**src/rtl/cec_rx_pkg.sv**
```systemverilog
`timescale 1ns/1ps
package cec_rx_pkg;
   typedef enum logic [2:0] {
      RX_IDLE,
      RX_START_LO,
      RX_START_HI,
      RX_SAMPLE,
      RX_WAIT,
      RX_ACK,
      RX_ERR
   } rx_state_e;

   function automatic logic state_drives(input rx_state_e s);
      return (s == RX_ACK) || (s == RX_ERR);
   endfunction
endpackage

```
**src/rtl/cec_rx_sync.sv**
```systemverilog
`timescale 1ns/1ps
module cec_rx_sync #(
   parameter int STAGES = 2
) (
   input  logic clk,
   input  logic rst_n,
   input  logic raw,
   output logic level,
   output logic fall,
   output logic rise
);
   if (STAGES < 2) begin : g_bad_stages
      $error("cec_rx_sync needs at least two stages");
   end

   logic [STAGES-1:0] chain;
   logic              prev;

   always_ff @(posedge clk or negedge rst_n) begin
      if (!rst_n) begin
         chain <= '1;
         prev  <= 1'b1;
      end else begin
         chain <= {chain[STAGES-2:0], raw};
         prev  <= chain[STAGES-1];
      end
   end

   assign level = chain[STAGES-1];
   assign fall  = prev & ~level;
   assign rise  = ~prev & level;
endmodule

```
**src/rtl/cec_rx_timer.sv**
```systemverilog
`timescale 1ns/1ps
module cec_rx_timer #(
   parameter int CNT_W = 13
) (
   input  logic             clk,
   input  logic             rst_n,
   input  logic             tick,
   input  logic             clr,
   output logic [CNT_W-1:0] cnt
);
   if (CNT_W < 2) begin : g_bad_width
      $error("cec_rx_timer counter too narrow");
   end

   always_ff @(posedge clk or negedge rst_n) begin
      if (!rst_n)               cnt <= '1;
      else if (clr)             cnt <= '0;
      else if (tick && !(&cnt)) cnt <= cnt + 1'b1;
   end


   cnt_sat_chk: assert property (@(posedge clk) disable iff (!rst_n)
      (!clr && (&cnt)) |=> (&cnt));
endmodule

```
**src/rtl/cec_rx_store.sv**
```systemverilog
`timescale 1ns/1ps
module cec_rx_store #(
   parameter int NB    = 16,
   parameter int IDX_W = 5
) (
   input  logic            clk,
   input  logic            rst_n,
   input  logic            clr,
   input  logic            wr_en,
   input  logic [IDX_W-1:0] idx,
   input  logic [2:0]      slot,
   input  logic            bit_val,
   output logic [NB*8-1:0] data
);
   if (NB < 1 || (1 << IDX_W) <= NB) begin : g_bad_depth
      $error("cec_rx_store index too narrow for depth");
   end

   for (genvar i = 0; i < NB; i++) begin : g_byte
      always_ff @(posedge clk or negedge rst_n) begin
         if (!rst_n)
            data[i*8 +: 8] <= '0;
         else if (clr)
            data[i*8 +: 8] <= '0;
         else if (wr_en && idx == IDX_W'(i))
            data[i*8 + 7 - int'(slot)] <= bit_val;
      end
   end


   overflow_ignore_chk: assert property (@(posedge clk) disable iff (!rst_n)
      (wr_en && !clr && idx >= IDX_W'(NB)) |=> $stable(data));
endmodule

```
**src/rtl/cec_frame_rx.sv**
```systemverilog
`timescale 1ns/1ps
module cec_frame_rx
   import cec_rx_pkg::*;
#(
   parameter int MAX_BYTES       = 16,
   parameter int START_LOW_MIN   = 3500,
   parameter int START_TOTAL_MAX = 4700,
   parameter int SAMPLE_AT       = 850,
   parameter int BIT_MIN         = 2050,
   parameter int BIT_MAX         = 2750,
   parameter int ACK_LOW         = 1500,
   parameter int ERR_LOW         = 3600,
   parameter int SYNC_STAGES     = 2,
   localparam int LEN_W          = $clog2(MAX_BYTES + 1)
) (
   input  logic                   clk,
   input  logic                   rst_n,
   input  logic                   tick_us,
   input  logic [15:0]            addr_mask,
   input  logic                   line_in,
   output logic                   line_pull_low,
   output logic                   frame_valid,
   output logic [LEN_W-1:0]       frame_len,
   output logic [MAX_BYTES*8-1:0] frame_bytes
);
   localparam int T_MAX1 = (START_TOTAL_MAX > BIT_MAX) ? START_TOTAL_MAX : BIT_MAX;
   localparam int T_MAX2 = (ERR_LOW > ACK_LOW) ? ERR_LOW : ACK_LOW;
   localparam int T_MAX  = (T_MAX1 > T_MAX2) ? T_MAX1 : T_MAX2;
   localparam int CNT_W  = $clog2(T_MAX + 2) + 1;

   localparam logic [CNT_W-1:0] T_SLOW  = CNT_W'(START_LOW_MIN);
   localparam logic [CNT_W-1:0] T_STOT  = CNT_W'(START_TOTAL_MAX);
   localparam logic [CNT_W-1:0] T_SAMP  = CNT_W'(SAMPLE_AT);
   localparam logic [CNT_W-1:0] T_BMIN  = CNT_W'(BIT_MIN);
   localparam logic [CNT_W-1:0] T_BMAX  = CNT_W'(BIT_MAX);
   localparam logic [CNT_W-1:0] T_ACK   = CNT_W'(ACK_LOW);
   localparam logic [CNT_W-1:0] T_ERR   = CNT_W'(ERR_LOW);
   localparam logic [LEN_W-1:0] CAP     = LEN_W'(MAX_BYTES);

   if (START_LOW_MIN >= START_TOTAL_MAX || SAMPLE_AT >= BIT_MIN ||
       BIT_MIN >= BIT_MAX || ACK_LOW >= BIT_MIN || ERR_LOW < ACK_LOW ||
       MAX_BYTES < 1) begin : g_bad_timing
      $error("cec_frame_rx timing parameters inconsistent");
   end

   logic             s_line, fall, rise;
   logic [CNT_W-1:0] cnt;
   rx_state_e        state;
   logic [3:0]       slot;
   logic [LEN_W-1:0] byte_idx;
   logic             eom;
   logic             store_clr, store_wr;
   logic [3:0]       dest;
   logic             ack_me;

   cec_rx_sync #(.STAGES(SYNC_STAGES)) u_sync (
      .clk(clk), .rst_n(rst_n), .raw(line_in),
      .level(s_line), .fall(fall), .rise(rise));

   cec_rx_timer #(.CNT_W(CNT_W)) u_timer (
      .clk(clk), .rst_n(rst_n), .tick(tick_us), .clr(fall), .cnt(cnt));

   assign store_clr = (state == RX_START_HI) && fall;
   assign store_wr  = (state == RX_SAMPLE) && !fall && (cnt >= T_SAMP) && !slot[3];

   cec_rx_store #(.NB(MAX_BYTES), .IDX_W(LEN_W)) u_store (
      .clk(clk), .rst_n(rst_n), .clr(store_clr), .wr_en(store_wr),
      .idx(byte_idx), .slot(slot[2:0]), .bit_val(s_line), .data(frame_bytes));

   assign dest   = frame_bytes[3:0];
   assign ack_me = (dest != 4'hF) && addr_mask[dest];

   always_ff @(posedge clk or negedge rst_n) begin
      if (!rst_n) begin
         state       <= RX_IDLE;
         slot        <= '0;
         byte_idx    <= '0;
         eom         <= 1'b0;
         frame_len   <= '0;
         frame_valid <= 1'b0;
      end else begin
         frame_valid <= 1'b0;
         unique case (state)
            RX_IDLE:
               if (fall) state <= RX_START_LO;
            RX_START_LO:
               if (rise)             state <= (cnt >= T_SLOW) ? RX_START_HI : RX_IDLE;
               else if (cnt > T_STOT) state <= RX_IDLE;
            RX_START_HI:
               if (fall) begin
                  state     <= RX_SAMPLE;
                  slot      <= '0;
                  byte_idx  <= '0;
                  eom       <= 1'b0;
                  frame_len <= '0;
               end else if (cnt > T_STOT) begin
                  state <= RX_IDLE;
               end
            RX_SAMPLE:
               if (fall) begin
                  state <= RX_ERR;
               end else if (cnt >= T_SAMP) begin
                  state <= RX_WAIT;
                  if (slot == 4'd8) begin
                     eom       <= s_line;
                     frame_len <= (byte_idx < CAP) ? byte_idx + 1'b1 : CAP;
                  end
               end
            RX_WAIT:
               if (fall) begin
                  if (cnt < T_BMIN) begin
                     state <= RX_ERR;
                  end else if (slot == 4'd9) begin
                     slot  <= '0;
                     state <= RX_SAMPLE;
                     if (byte_idx < CAP) byte_idx <= byte_idx + 1'b1;
                  end else begin
                     slot  <= slot + 1'b1;
                     state <= (slot == 4'd8 && ack_me) ? RX_ACK : RX_SAMPLE;
                  end
               end else if (slot == 4'd9 && eom && s_line) begin
                  frame_valid <= 1'b1;
                  state       <= RX_IDLE;
               end else if (s_line && cnt > T_BMAX) begin
                  state <= RX_IDLE;
               end
            RX_ACK:
               if (cnt >= T_ACK) state <= RX_WAIT;
            RX_ERR:
               if (cnt >= T_ERR) state <= RX_IDLE;
            default:
               state <= RX_IDLE;
         endcase
      end
   end

   assign line_pull_low = state_drives(state);


   valid_pulse_chk: assert property (@(posedge clk) disable iff (!rst_n)
      frame_valid |=> !frame_valid);

   valid_len_chk: assert property (@(posedge clk) disable iff (!rst_n)
      frame_valid |-> (frame_len != '0));

   ack_hold_chk: assert property (@(posedge clk) disable iff (!rst_n)
      $fell(line_pull_low) |-> ($past(cnt) >= T_ACK));

   drive_start_chk: assert property (@(posedge clk) disable iff (!rst_n)
      $rose(line_pull_low) |-> $past(fall));
endmodule

```
**config.mk**
```make
export PLATFORM = sky130hd
export DESIGN_NAME = cec_frame_rx
export DESIGN_NICKNAME = d
export VERILOG_FILES = /design/src/rtl/cec_rx_pkg.sv /design/src/rtl/cec_rx_sync.sv /design/src/rtl/cec_rx_timer.sv /design/src/rtl/cec_rx_store.sv /design/src/rtl/cec_frame_rx.sv
export SDC_FILE = /design/constraint.sdc
export NUM_CORES = 1
export LEC_CHECK = 0
export ABC_AREA = 1
export ABC_CLOCK_PERIOD_IN_PS = 1900
export BUFFER_PORTS_ARGS = -buffer_cell sky130_fd_sc_hd__clkbuf_2
export CELL_PAD_IN_SITES_DETAIL_PLACEMENT = 2
export CELL_PAD_IN_SITES_GLOBAL_PLACEMENT = 2
export CORE_ASPECT_RATIO = 0.5
export CORE_MARGIN = 8
export CORE_UTILIZATION = 25
export CTS_CLUSTER_DIAMETER = 60
export DETAILED_ROUTE_END_ITERATION = 8
export PLACE_DENSITY = 0.9
export SLEW_MARGIN = 20
export SYNTH_ARGS = -nofsm -noshare
export SYNTH_HDL_FRONTEND = slang
export SYNTH_HIERARCHICAL = 1
export SYNTH_SLANG_ARGS = --single-unit
```
**constraint.sdc**
```tcl
create_clock -name clk -period 1.9 [get_ports clk]
set_input_delay 0.19 -clock clk [delete_from_list [all_inputs] [get_ports clk]]
set_output_delay 0.19 -clock clk [all_outputs]
set_load 0.005 [all_outputs]
```
* After elaboration in Yosys (flattened, before gate mapping) *
Cells that the tools add are included.

word-level totals
  register bits = 2084
  bits in latches = 0
  RAM bits = 0
  bits in read-only memories = 0
  input port bits = 20
  output and inout bits = 135
  word-level logic and storage cells = 369
  memories = 0

operators by class
  add/sub/neg operators = 19
  multipliers = 0
  div/mod/pow operators = 0
  order comparisons = 41
  equality and inequality tests = 37
  shift operators = 0
  mux-type cells = 124
  bitwise gates (word level) = 5
  reduce and logical (&&, ||, !) cells = 88

operators with widths
  operator                                              count
  bitwise mux 128 bit                                   16
  >= comparator 32 x 1 -> 1 bit, second input constant  16
  < comparator 32 x 9 -> 1 bit, second input constant   16
  two-way mux 8 bit                                     17
  two-way mux 128 bit                                   1
  two-way mux 120 bit                                   1
  demux 1 bit (select 7 bit)                            16
  two-way mux 112 bit                                   1
  two-way mux 104 bit                                   1
  two-way mux 96 bit                                    1
  two-way mux 88 bit                                    1
  two-way mux 80 bit                                    1
  two-way mux 72 bit                                    1
  two-way mux 64 bit                                    1
  subtractor 7 x 3 -> 8 bit, first input constant       8
  two-way mux 56 bit                                    1
  two-way mux 48 bit                                    1
  AND reduction 3 bit                                   16
  two-way mux 5 bit                                     9
  logical AND 1 bit                                     42
  two-way mux 3 bit                                     14
  equality test 5 x 4 -> 1 bit, second input constant   8
  two-way mux 40 bit                                    1
  nonzero test 2 bit                                    19
  48 further kinds                                      105

* Logic depth before layout (Yosys ltp) *
Gate-level depths: netlist of run 1.

  word-level depth = 9
  gate-level depth with buffers = 16
  mapped depth without buffers = 14

* Cells and area by module *
Netlist of run 1, hierarchy kept.

modules (own cells, without submodules)
  module        instances  cells each  area each (µm²)  seq. area each (µm²)
  cec_frame_rx  1          306         1778.0           475.5
  cec_rx_store  1          129         964.7            0.0
  cec_rx_timer  1          135         923.4            367.9
  cec_rx_sync   1          7           93.8             78.8

* Worst setup path after synthesis of run 1 *
OpenSTA, ideal clock, no wires.

  kind = reg2reg
  start = register u_sync.prev
  end = register byte_idx[3]
  library setup time = 0.065 ns
  arrival time = 1.635 ns
  data required time = 1.835 ns
  setup slack = 0.200 ns
  cell stages (with the launch flop) = 11
  buffers on the path = 0
  clock period less this slack = 1.700 ns
  path through = dfstp_2 > inv_1 > nor2_1 > inv_1 > nor2_2 > nand2_2 > nand2_4 > nand2_4 > nor2_4 > nand2_1 > nand2_1

on the way
  word-level cells in the longest chain between the ends = 3
  elaborated cells on any way between the ends = 4
  classes of those cells = 2 x eq/ne; 1 x bitwise; 1 x reduce/logical

RTL lines
  item                             line                 source
  from (decl)                      cec_rx_sync.sv:17    logic prev;
  from (signal assigned)           cec_rx_sync.sv:25    prev <= chain[STAGES-1];
  bitwise AND 1 bit *              cec_rx_sync.sv:30    assign fall = prev & ~level;
  named net fall                   cec_frame_rx.sv:46   logic s_line, fall, rise;
  inequality test 2 bit (no line)  --
  AND reduction 6 bit (no line) *  --
  to (signal assigned)             cec_frame_rx.sv:116  if (byte_idx < CAP) byte_idx <= byte_idx + 1'b1;
  to (decl)                        cec_frame_rx.sv:50   logic [LEN_W-1:0] byte_idx;

Mark *: on every way through the listed nets, which the timed path passes. The rest lies on a longest branch.
A chain may end at the register's enable or synchronous reset.

* Final worst setup path of run 1 *
  start = register u_timer.cnt[2]
  end = register state[1]

on the way
  word-level cells in the longest chain between the ends = 4
  elaborated cells on any way between the ends = 20
  classes of those cells = 7 x order compare; 4 x eq/ne; 7 x mux; 2 x reduce/logical

RTL lines
  item                                                                              line                 source
  from (decl)                                                                       cec_rx_timer.sv:9    output logic [CNT_W-1:0] cnt
  from (signal assigned)                                                            cec_rx_timer.sv:18   else if (tick && !(&cnt)) cnt <= cnt + 1'b1;
  < comparator 14 x 12 -> 1 bit (tied with other cells)                             cec_frame_rx.sv:111  if (cnt < T_BMIN) begin
  two-way mux 3 bit (tied with other cells)                                         cec_frame_rx.sv:111
  two-way mux 3 bit (tied with other cells)                                         cec_frame_rx.sv:110  if (fall) begin
  one-hot mux 3 bit (7 select lines) / AND reduction 5 bit (equally long branches)  --
  to (signal assigned)                                                              cec_frame_rx.sv:87   if (rise) state <= (cnt >= T_SLOW) ? RX_START_HI : RX_IDLE;
  to (signal assigned)                                                              cec_frame_rx.sv:119  state <= (slot == 4'd8 && ack_me) ? RX_ACK : RX_SAMPLE;
  to (decl)                                                                         cec_frame_rx.sv:48   rx_state_e state;

Parallel ways exist; a longest one is shown, timed or not.

==> results.md, run 1 <==
- Post-DP HPWL: 9.564 mm
- Worst-margin pin slew: 0.7216 ns
- Overall routed net length: 13.12 mm
- CTS tree: yes
- Routed Antenna Nets: 0
- Initial cell density of the core: 25.75%
- Later-pin clock latency in the skew report: 0.29 ns
- Post-Syn Instances: 576
- Final period util: 101.0%
- Row count: 31
- I/O Buffers: 26
- Die Wd: 189.3 um
- Fin. max-slew vios: 0
- CP startpoint kind: flop
- Drt first pass iters: 4
- Layout Skew: 0.005160 ns
- Starting DRT DRC Count: 121
- Tot GR Track Use: 12.10%
- CTS Sinks: 36
- Pin count of the biggest net entering global routing: 27
- Clk root buf: clkbuf_16
- H-tree Lvls: 2
- Clock slew at reported path FFs: 0.06 ns
- Fmax: 521.0 MHz
- Cell Chain, Critical Path: buf_4 -> nand2_1 -> nor2_1 -> nand2_1 -> nand2_1 -> nand3_1 -> nand2_1 -> nand2_1 -> nand2_1 -> nand3_2 -> nand2_1 -> nand2_1
- DRC Markers: 0
- Nature of the critical path endpoint: flop
- Initial antenna violation count: 0
- Layout Cell Area excl Fill: 4041 sq um
- GPL Wtd Cong: 0.8032
- Critical path buffer and inverter count: 1
- Vias in the first global route: 3965
- Syn. warnings: 390
- Syn Area/Cell: 6.521 sq um
- Peak supply drop: 276.7 uV
- Area Overhead vs Synth: 7.595%
- Failing checks: negative setup slack
- DR vias: 3461
- Layout cell share with drive strength beyond 1: 16.16%
- Inst Count DP: 806
- HP Class: input pin to flop
- Setup slack after layout: -0.01929 ns
- Post-route insts no fill: 829
- CP max-delay cell: dfstp_2
- Final Net Count: 656
- WS Path Type: flop to flop
- Tot Pwr: 2.040 mW
- Critical Path AT: 2.10 ns
- Maximum net fanout on the critical path: 6
- Die height: 102.7 um
- Worst EP required: 2.08 ns
- GRT overflow: 0
- I/O pin count: 155
- Endpoints failing setup: 3
- Top delay family on crit path: simple AND/OR/NAND/NOR gates
- Antenna Cells: 0
- Final hold violations: 0
- DP Area: 3731 sq um
- Post-layout util: 27.71%
- Fin Hold WS: 0.2607 ns
- Cell repeated most along the worst path: nand2_1
- First-pass GRT wire length: 19.35 mm
- Final min period: 1.919 ns
- Status: complete, but fails checks
- Max stage delay on crit path: 0.59 ns
- Cell area after synthesis: 3756 sq um
- Area of the core: 14580 sq um
- Power density cells: 504.7 nW/um^2
- Leakage power: 2.120 nW
- Num CTS Buffers: 5
- Die Footprint: 19440 sq um
- Relative slew margins: 51.89%
- Clock tree buffer depth: 2
- Vias per cell: 4.175
- Max Cap Viol: 0
- Wire per inst: 15.83 um
path summary, 6_finish.rpt:
| kind | depth (start not counted) | slack (ns) | endpoint | start |
|---|---|---|---|---|
| max in group asynchronous | 3 | 0.68 | u_timer/cnt[1]$_DFFE_PN1P_ | rst_n |
| min in group asynchronous | 2 | 0.50 | frame_len[0]$_DFFE_PN0P_ | rst_n |
| max reg2reg | 12 | -0.02 | state[1]$_DFFE_PN0P_ | u_timer/cnt[2]$_DFFE_PN1P_ |
| max | 12 | -0.02 | state[1]$_DFFE_PN0P_ | u_timer/cnt[2]$_DFFE_PN1P_ |
| min reg2reg | 0 | 0.35 | u_sync/chain[1]$_DFF_PN1_ | u_sync/chain[0]$_DFF_PN1_ |
| min | 4 | 0.26 | u_timer/cnt[12]$_DFFE_PN1P_ | tick_us |
routing by layer:
layer	vias up	global-route usage (%)	part of all wire [%]	wire, um
met4	0	3.701	1.2	163
met3	14	3.781	6.1	807
li1	1653	-	-	-
met1	1680	12.24	40	5294
met5	-	0	0	0
met2	114	23.85	52	6857
worst reg2reg max path: cells and delay by family (launching register included):
family                 cells  cell delay (ns)
flip-flops                 1             0.59
buffers and inverters      1             0.15
AND/OR/NAND/NOR           11             1.08
per-stage QoR:
step / TNS (ns) / setup WS [ns]
2_1_floorplan: 0 / 0.1998
3_3_place_gp: 0 / 0.05590
3_5_place_dp: -0.02547 / -0.01411
4_1_cts: 0 / 0.05702
5_1_grt: -1.204 / -0.1748
6_report: -0.04380 / -0.01929
cell type report:
type | instances | area [sq um]
clock buffers | 5 | 125.1
clock inverters | 3 | 23.77
fillers | 1821 | 10540
inverters | 52 | 195.2
multi-input cells | 481 | 2157
flip-flops and latches | 36 | 922.1
well taps | 198 | 247.7
repair buffers | 54 | 370.4
where the power goes:
group / internal, mW / switching [mW]
logic: 0.118 / 0.256
registers: 0.803 / 0.0248
clock network: 0.488 / 0.351
registers in the layout, summed over array words and instances, names as in the netlist:
| signal | count |
|---|---|
| u_timer/cnt | 14 |
| state | 3 |
| frame_valid | 1 |
| u_sync/prev | 1 |
| slot | 4 |
| byte_idx | 5 |
| u_sync/chain | 2 |
| frame_len | 5 |
| eom | 1 |
layout by cell type, fill, tap and decap left out, drive strengths merged, types with 2 or more instances in the layout:
cell type	n
nand2	176
nor3	12
clkbuf	31
dlygate4sd3	2
clkinvlp	2
nand4	5
dfrtp	19
nor2	52
inv	51
xor2	5
a21oi	10
o21ai	20
clkinv	2
nand3	62
dfstp	17
conb	128
ha	6
buf	26
repair_timing:
action                                  in CTS  in global routing
resized for setup                            3                  8
gates cloned                                 0                  1
pin swaps                                    0                  1
endpoints found under the hold margin       20                  0
endpoints found under the setup margin      10                 16
hold buffers                                 2                  0
setup buffers                                0                 12
(Power assumes the default switching activity.)
==> run 2, diff against run 1 <==
Settings changed: GPL_TIMING_DRIVEN set to 1, PLACE_DENSITY 0.9 to not set, PLACE_DENSITY_LB_ADDON set to 0.1.
==> run 2 against run 1 <==
The run now ends clean. Via count down 3.2%. Sequential power up 1%. Utilization unchanged. Critical path depth down 2. Clock power up 2.6%. Register-to-register slack better by 0.15 ns. Clock skew down 0.0030 ns. Sequential share of layout area unchanged. Largest cell class unchanged. Largest power group unchanged. Highest routed layer unchanged.
==> results.md, run 2 (synthesis results as in run 1) <==
- Met3 wire length: 746 um (-7.6%)
- GPL Wtd Cong: 0.7381 (-8.1%)
- Biggest register: u_timer/cnt
- Fmax: 566.1 MHz (+8.6%)
- Peak supply drop: 280.0 uV (+1.2%)
- Row count: 31 (unchanged)
- Starting DRT DRC Count: 67 (-45%)
- Num CTS Buffers: 5 (unchanged)
- Final hold violations: 0 (unchanged)
- Final Net Count: 662 (+0.91%)
- I/O Buffers: 26 (unchanged)
- Commonest cells after routing, fill and taps aside: 171 x nand2_1, 128 x conb_1, 61 x nand3_1, 48 x nor2_1, 47 x inv_1
- Clock slew at reported path FFs: 0.06 ns (about the same)
- Final period util: 92.98% (-8.0 points)
- Nature of the critical path endpoint: flop
- Vias in the first global route: 3725 (-6.1%)
- Worst R2R Start: u_timer/cnt[13]$_DFFE_PN1P_
- Worst setup path start: u_timer/cnt[13]$_DFFE_PN1P_
- Largest regs: u_timer/cnt: 14 flops, byte_idx: 5 flops, frame_len: 5 flops
- Post-DP HPWL: 9.661 mm (+1.0%)
- Hold Path Origin: tick_us
- Critical Path AT: 1.97 ns (-0.13 ns)
- Fin. max-slew vios: 0 (unchanged)
- Die height: 102.7 um (unchanged)
- Maximum net fanout on the critical path: 12 (+6)
- Antenna Cells: 0 (unchanged)
- Overall routed net length: 11.41 mm (-13%)
- Tot Pwr: 2.006 mW (-1.7%)
- Die Wd: 189.3 um (unchanged)
- Flop2flop setup slack: 0.13 ns (+0.15 ns)
- Area Overhead vs Synth: 7.595% (unchanged)
- Leakage power: 2.152 nW (+1.5%)
- WS Path Type: flop to flop
- GRT overflow: 0 (unchanged)
- CP startpoint kind: flop
- Worst EP required: 2.10 ns (+0.02 ns)
- Top Layer Used: met4
- I/O pin count: 155 (unchanged)
- Max reg flops: 14 (unchanged)
- Hold path depth: 3 (-1)
- CTS tree: yes
- Routed Antenna Nets: 0 (unchanged)
- First-pass GRT wire length: 18.66 mm (-3.6%)
- Initial antenna violation count: 0 (unchanged)
- Pin count of the biggest net entering global routing: 27 (unchanged)
- DR vias: 3349 (-3.2%)
- Die Footprint: 19440 sq um (unchanged)
- Wire per inst: 13.66 um (-14%)
- Layout cell share with drive strength beyond 1: 16.17% (about the same)
- DRC Markers: 0 (unchanged)
- Worst Reg2Reg Path Length in Cells: 10 (-2)
- Final min period: 1.767 ns (-0.1527 ns)
- Commonest non-fill, non-tap cell in the layout: nand2_1
- Endpoints failing setup: 0 (-3)
- H-tree Lvls: 2 (unchanged)
- Initial cell density of the core: 25.75% (unchanged)
- Tot GR Track Use: 11.76% (-0.34 points)
- Fin Hold WS: 0.2376 ns (-0.02310 ns)
- Layout Skew: 0.002123 ns (-0.003037 ns)
- HP Class: input pin to flop
- Worst r2r dst: frame_len[3]$_DFFE_PN0P_
- Max Cap Viol: 0 (unchanged)
- Status: complete, no violations
- Wl on met1: 5.456 mm (+3.1%)
- Power density cells: 496.4 nW/um^2 (-1.7%)
- Hold endpoint: u_timer/cnt[12]$_DFFE_PN1P_
- Clk root buf: clkbuf_16
- Later-pin clock latency in the skew report: 0.29 ns (about the same)
- Unrepaired setup endpoints after global routing: true
- Vias per cell: 4.011 (-3.9%)
- CTS Sinks: 36 (unchanged)
- Area of the core: 14580 sq um (unchanged)
- Drt first pass iters: 4 (unchanged)
- Clock tree buffer depth: 2 (unchanged)
- DR WL met2: 5.103 mm (-26%)
## run 2: cell types whose count changed in the layout (fill, tap and decap cells not counted), moves of 2 or more
cell     delta
nor3_1      +2
buf_4       +9
nor3_2      -2
nand2_2     -2
buf_12      -2
nor2_1      +2
## run 2: how the worst max path moves through the flow
stage	depth (start not counted)	slack, ns	endpoint
after floorplan	10	0.20	byte_idx[3]$_DFFE_PN0P_
after global placement	10	0.09	slot[2]$_DFFE_PN0P_
after detailed placement	10	0.08	frame_len[3]$_DFFE_PN0P_
after CTS	10	0.05	frame_len[3]$_DFFE_PN0P_
after global routing	10	-0.01	frame_len[3]$_DFFE_PN0P_
final	10	0.13	frame_len[3]$_DFFE_PN0P_
## run 2: routing by layer
| layer | GRT usage (%) | vias to the layer above |
|---|---|---|
| li1 | - | 1661 |
| met2 | 20.52 | 104 |
| met1 | 14.27 | 1578 |
| met4 | 2.687 | 0 |
| met3 | 3.444 | 6 |
| met5 | 0 | - |
## run 2: what timing repair did
item	4_1_cts	5_1_grt
gates resized for setup	0	7
setup endpoints to repair	0	16
setup buffers	0	0
hold buffers	2	0
hold endpoints to repair	20	0
## run 2: final cells by class
| class | count | area (sq um) |
|---|---|---|
| Sequential cell | 36 | 922.1 |
| Multi-Input combinational cell | 480 | 2130 |
| Clock inverter | 3 | 23.77 |
| Inverter | 52 | 195.2 |
| Clock buffer | 5 | 125.1 |
| Tap cell | 198 | 247.7 |
| Fill cell | 1841 | 10540 |
| Timing Repair Buffer | 61 | 397.9 |
## run 2: critical path, stage by stage (launching register included)
cell	delay, ns
dfstp_2	0.38
buf_4	0.14
nor2_1	0.16
nand2_1	0.12
nor3_1	0.18
nand2_1	0.10
nand2_1	0.06
nand2_1	0.08
o21ai_4	0.26
nand3_1	0.10
o21ai_0	0.10
## run 2: metrics by stage
stage	worst slack (ns)	utilization [%]	instances	setup TNS, ns	area (sq um)
after floorplan	0.1998	-	703	0	4233
after global placement	0.09007	26.39	825	0	3849
after detailed placement	0.08274	26.39	825	0	3849
after CTS	0.04532	27.55	835	0	4018
after global routing	-0.009655	27.71	835	-0.009655	4041
final	0.1334	27.71	835	0	4041
## run 2: power breakdown
group / leakage [nW] / internal [mW] / switching, mW
clock: 0.0660 / 0.489 / 0.372
sequential: 0.431 / 0.803 / 0.0329
combinational: 1.66 / 0.0890 / 0.220
==> run 3, diff against run 2 <==
Settings changed: ABC_AREA 1 to not set, CORE_UTILIZATION 25 to 27.
==> run 3 against run 2 <==
The flow now finishes with violations (negative setup slack). Die area fell by 12%. Largest power group is now combinational logic. Clock power fell by 3.3%. Via count fell by 13%. Cell count fell by 19%. Critical endpoint is now state[2]$_DFFE_PN0P_. Largest cell class unchanged.
==> results.md, run 3 <==
- Overall routed net length: 11.73 mm (+2.8%)
- Initial antenna violation count: 0 (unchanged)
- I/O pin count: 155 (unchanged)
- Final hold violations: 0 (unchanged)
- Setup slack after layout: -0.2053 ns (-0.3388 ns)
- Maximum net fanout on the critical path: 6 (-6)
- Vias in the first global route: 3337 (-10%)
- Worst-margin pin slew: 0.6358 ns
- Cell Chain, Critical Path: nand3_1 -> nor2_2 -> o2111ai_1 -> a211o_1 -> or2_4 -> a211o_1
- Wire per inst: 17.35 um (+27%)
- Worst EP required: 2.07 ns (-0.03 ns)
- Final Net Count: 531 (-20%)
- Vias per cell: 4.327 (+7.9%)
- CTS Sinks: 36 (unchanged)
- Comb pwr share: 38.3% (+23 points)
- Post-DP HPWL: 8.967 mm (-7.2%)
- GPL Wtd Cong: 0.8346 (+13%)
- Post-Syn Instances: 401 (-30%)
- Syn Area/Cell: 8.740 sq um (+34%)
- Drt first pass iters: 4 (unchanged)
- Unrepaired setup endpoints after global routing: true
- Inst Count DP: 642 (-22%)
- Layout Skew: 0.006446 ns (+0.004322 ns)
- HP Class: flop to flop
- I/O Buffers: 26 (unchanged)
- Clk root buf: clkbuf_16
- Flop pwr share: 33.2% (-8.5 points)
- Internal power: 1.908 mW (+38%)
- Final period util: 110.8% (+18 points)
- Failing checks: negative setup slack
- Clock share of power: 28.6% (-14 points)
- Initial cell density of the core: 27.68% (+1.9 points)
- Final min period: 2.105 ns (+0.3388 ns)
- Critical path buffer and inverter count: 0 (-1)
- DR vias: 2925 (-13%)
- Tot GR Track Use: 12.58% (+0.82 points)
- Commonest cells after routing, fill and taps aside: 128 x conb_1, 71 x buf_4, 26 x clkbuf_2, 19 x nor2_1
- Starting DRT DRC Count: 83 (+24%)
- Syn. warnings: 390 (unchanged)
- Cell repeated most along the worst path: a211o_1
- Largest regs: u_timer/cnt: 14 flops, byte_idx: 5 flops, frame_len: 5 flops
- Global route hottest layer: met2
- DRC Markers: 0 (unchanged)
- Area Overhead vs Synth: 25.49%
- Relative slew margins: 57.61%
- Top delay family on crit path: compound AO/OA/AOI/OAI gates
- Commonest non-fill, non-tap cell in the layout: conb_1
- Max stage delay on crit path: 0.61 ns (+0.23 ns)
- Post-route insts no fill: 676 (-19%)
- Sw frac: 34.58% (+3.4 points)
- Antenna Cells: 0 (unchanged)
- Psw: 1.009 mW (+61%)
- First-pass GRT wire length: 17.22 mm (-7.8%)
- Max reg flops: 14 (unchanged)
- CP max-delay cell: dfstp_2
- Die height: 96.56 um (-6.0%)
- Pin count of the biggest net entering global routing: 24 (-11%)
- Power density cells: 663.2 nW/um^2 (+34%)
- Cell area after synthesis: 3505 sq um (-6.7%)
- Status: complete, but fails checks
- Routed Antenna Nets: 0 (unchanged)
- GR Util met1: 14.35% (+0.082 points)
- CTS tree: yes
- # fillers: 1419 (-23%)
- Layout Cell Area excl Fill: 4398 sq um (+8.8%)
- CP startpoint kind: flop
- Die Footprint: 17100 sq um (-12%)
- Tot Pwr: 2.917 mW (+45%)
- Biggest register: u_timer/cnt
- Flop2flop setup slack: -0.21 ns (-0.34 ns)
- WS Path Type: flop to flop
- Peak supply drop: 318.3 uV (+14%)
- Met3 Usage GRT: 4.267% (+0.82 points)
- Row count: 29 (-6.5%)
- Fin Hold WS: 0.3570 ns (+0.1195 ns)
- Die Wd: 177.1 um (-6.5%)
- Layout cell share with drive strength beyond 1: 39.53% (+23 points)
- Num CTS Buffers: 5 (unchanged)
- Nature of the critical path endpoint: flop
- Fmax: 475.0 MHz (-16%)
- Fin. max-slew vios: 0 (unchanged)
- Post-layout util: 34.73% (+7.0 points)
- Clock tree buffer depth: 2 (unchanged)
- H-tree Lvls: 2 (unchanged)
- Endpoints failing setup: 14 (+14)
- Leakage power: 2.053 nW (-4.6%)
- Later-pin clock latency in the skew report: 0.29 ns (about the same)
- Clock slew at reported path FFs: 0.06 ns (about the same)
- GRT overflow: 0 (unchanged)
- DP Area: 3731 sq um (-3.1%)
- Max Cap Viol: 0 (unchanged)
- Critical Path AT: 2.28 ns (+0.31 ns)
- Met2 usage: 22.66% (+2.1 points)
- Area of the core: 12660 sq um (-13%)
[run 3: layer usage]
metal / up-vias / part of all wire (%)
met4: 0 / 0.93
li1: 1365 / -
met3: 10 / 6.6
met2: 102 / 49
met5: - / 0
met1: 1448 / 43
[run 3: what timing repair did]
item                                    CTS  global route
hold buffers                              2             0
setup buffers                             5            19
hold endpoints to repair                 20             0
pin swaps                                 9            18
endpoints found under the setup margin   23            23
resized for setup                        27            52
[run 3: path summary, 6_finish.rpt]
path | cells after the start | from | to
setup / recovery | 6 | u_timer/cnt[4]$_DFFE_PN1P_ | state[2]$_DFFE_PN0P_
hold / removal | 0 | u_sync/chain[0]$_DFF_PN1_ | u_sync/chain[1]$_DFF_PN1_
setup reg to reg | 6 | u_timer/cnt[4]$_DFFE_PN1P_ | state[2]$_DFFE_PN0P_
hold reg to reg | 0 | u_sync/chain[0]$_DFF_PN1_ | u_sync/chain[1]$_DFF_PN1_
max in group asynchronous | 3 | rst_n | u_timer/cnt[3]$_DFFE_PN1P_
min in group asynchronous | 2 | rst_n | byte_idx[0]$_DFFE_PN0P_
[run 3: through the flow]
step / setup WS (ns) / TNS, ns
finish: -0.2053 / -0.7953
global route: -0.3038 / -2.404
CTS: -0.1653 / -0.4246
detailed placement: -0.2830 / -2.699
global placement: -0.1808 / -1.099
floorplan: -0.03213 / -0.03213
[run 3: final cells by class]
type	instances	area (sq um)	area share, %
Clock inverter	2	11.26	0.2560
Timing Repair Buffer	110	807.0	18.35
Tap cell	170	212.7	4.836
Clock buffer	6	128.9	2.930
Sequential cell	36	924.6	21.02
Inverter	8	30.03	0.6828
Multi-Input combinational cell	344	2283	51.92
[run 3: worst reg2reg max path: cells and delay by family (launching register included)]
| kind | cells | cell delay, ns |
|---|---|---|
| AO/OA/AOI/OAI | 3 | 0.82 |
| flip-flops | 1 | 0.61 |
| AND/OR/NAND/NOR | 3 | 0.55 |
[run 3: power groups by stage]
| stage | Clock (mW) | Sequential, mW | Combinational (mW) |
|---|---|---|---|
| 6_report | 0.833 | 0.968 | 1.12 |
| 4_1_cts | 0.858 | 0.965 | 0.946 |
| 5_1_grt | 0.883 | 0.983 | 1.24 |
| 3_5_place_dp | 0 | 0.965 | 0.801 |
| 3_3_place_gp | 0 | 0.956 | 0.770 |
| 2_1_floorplan | 0 | 0.936 | 0.660 |
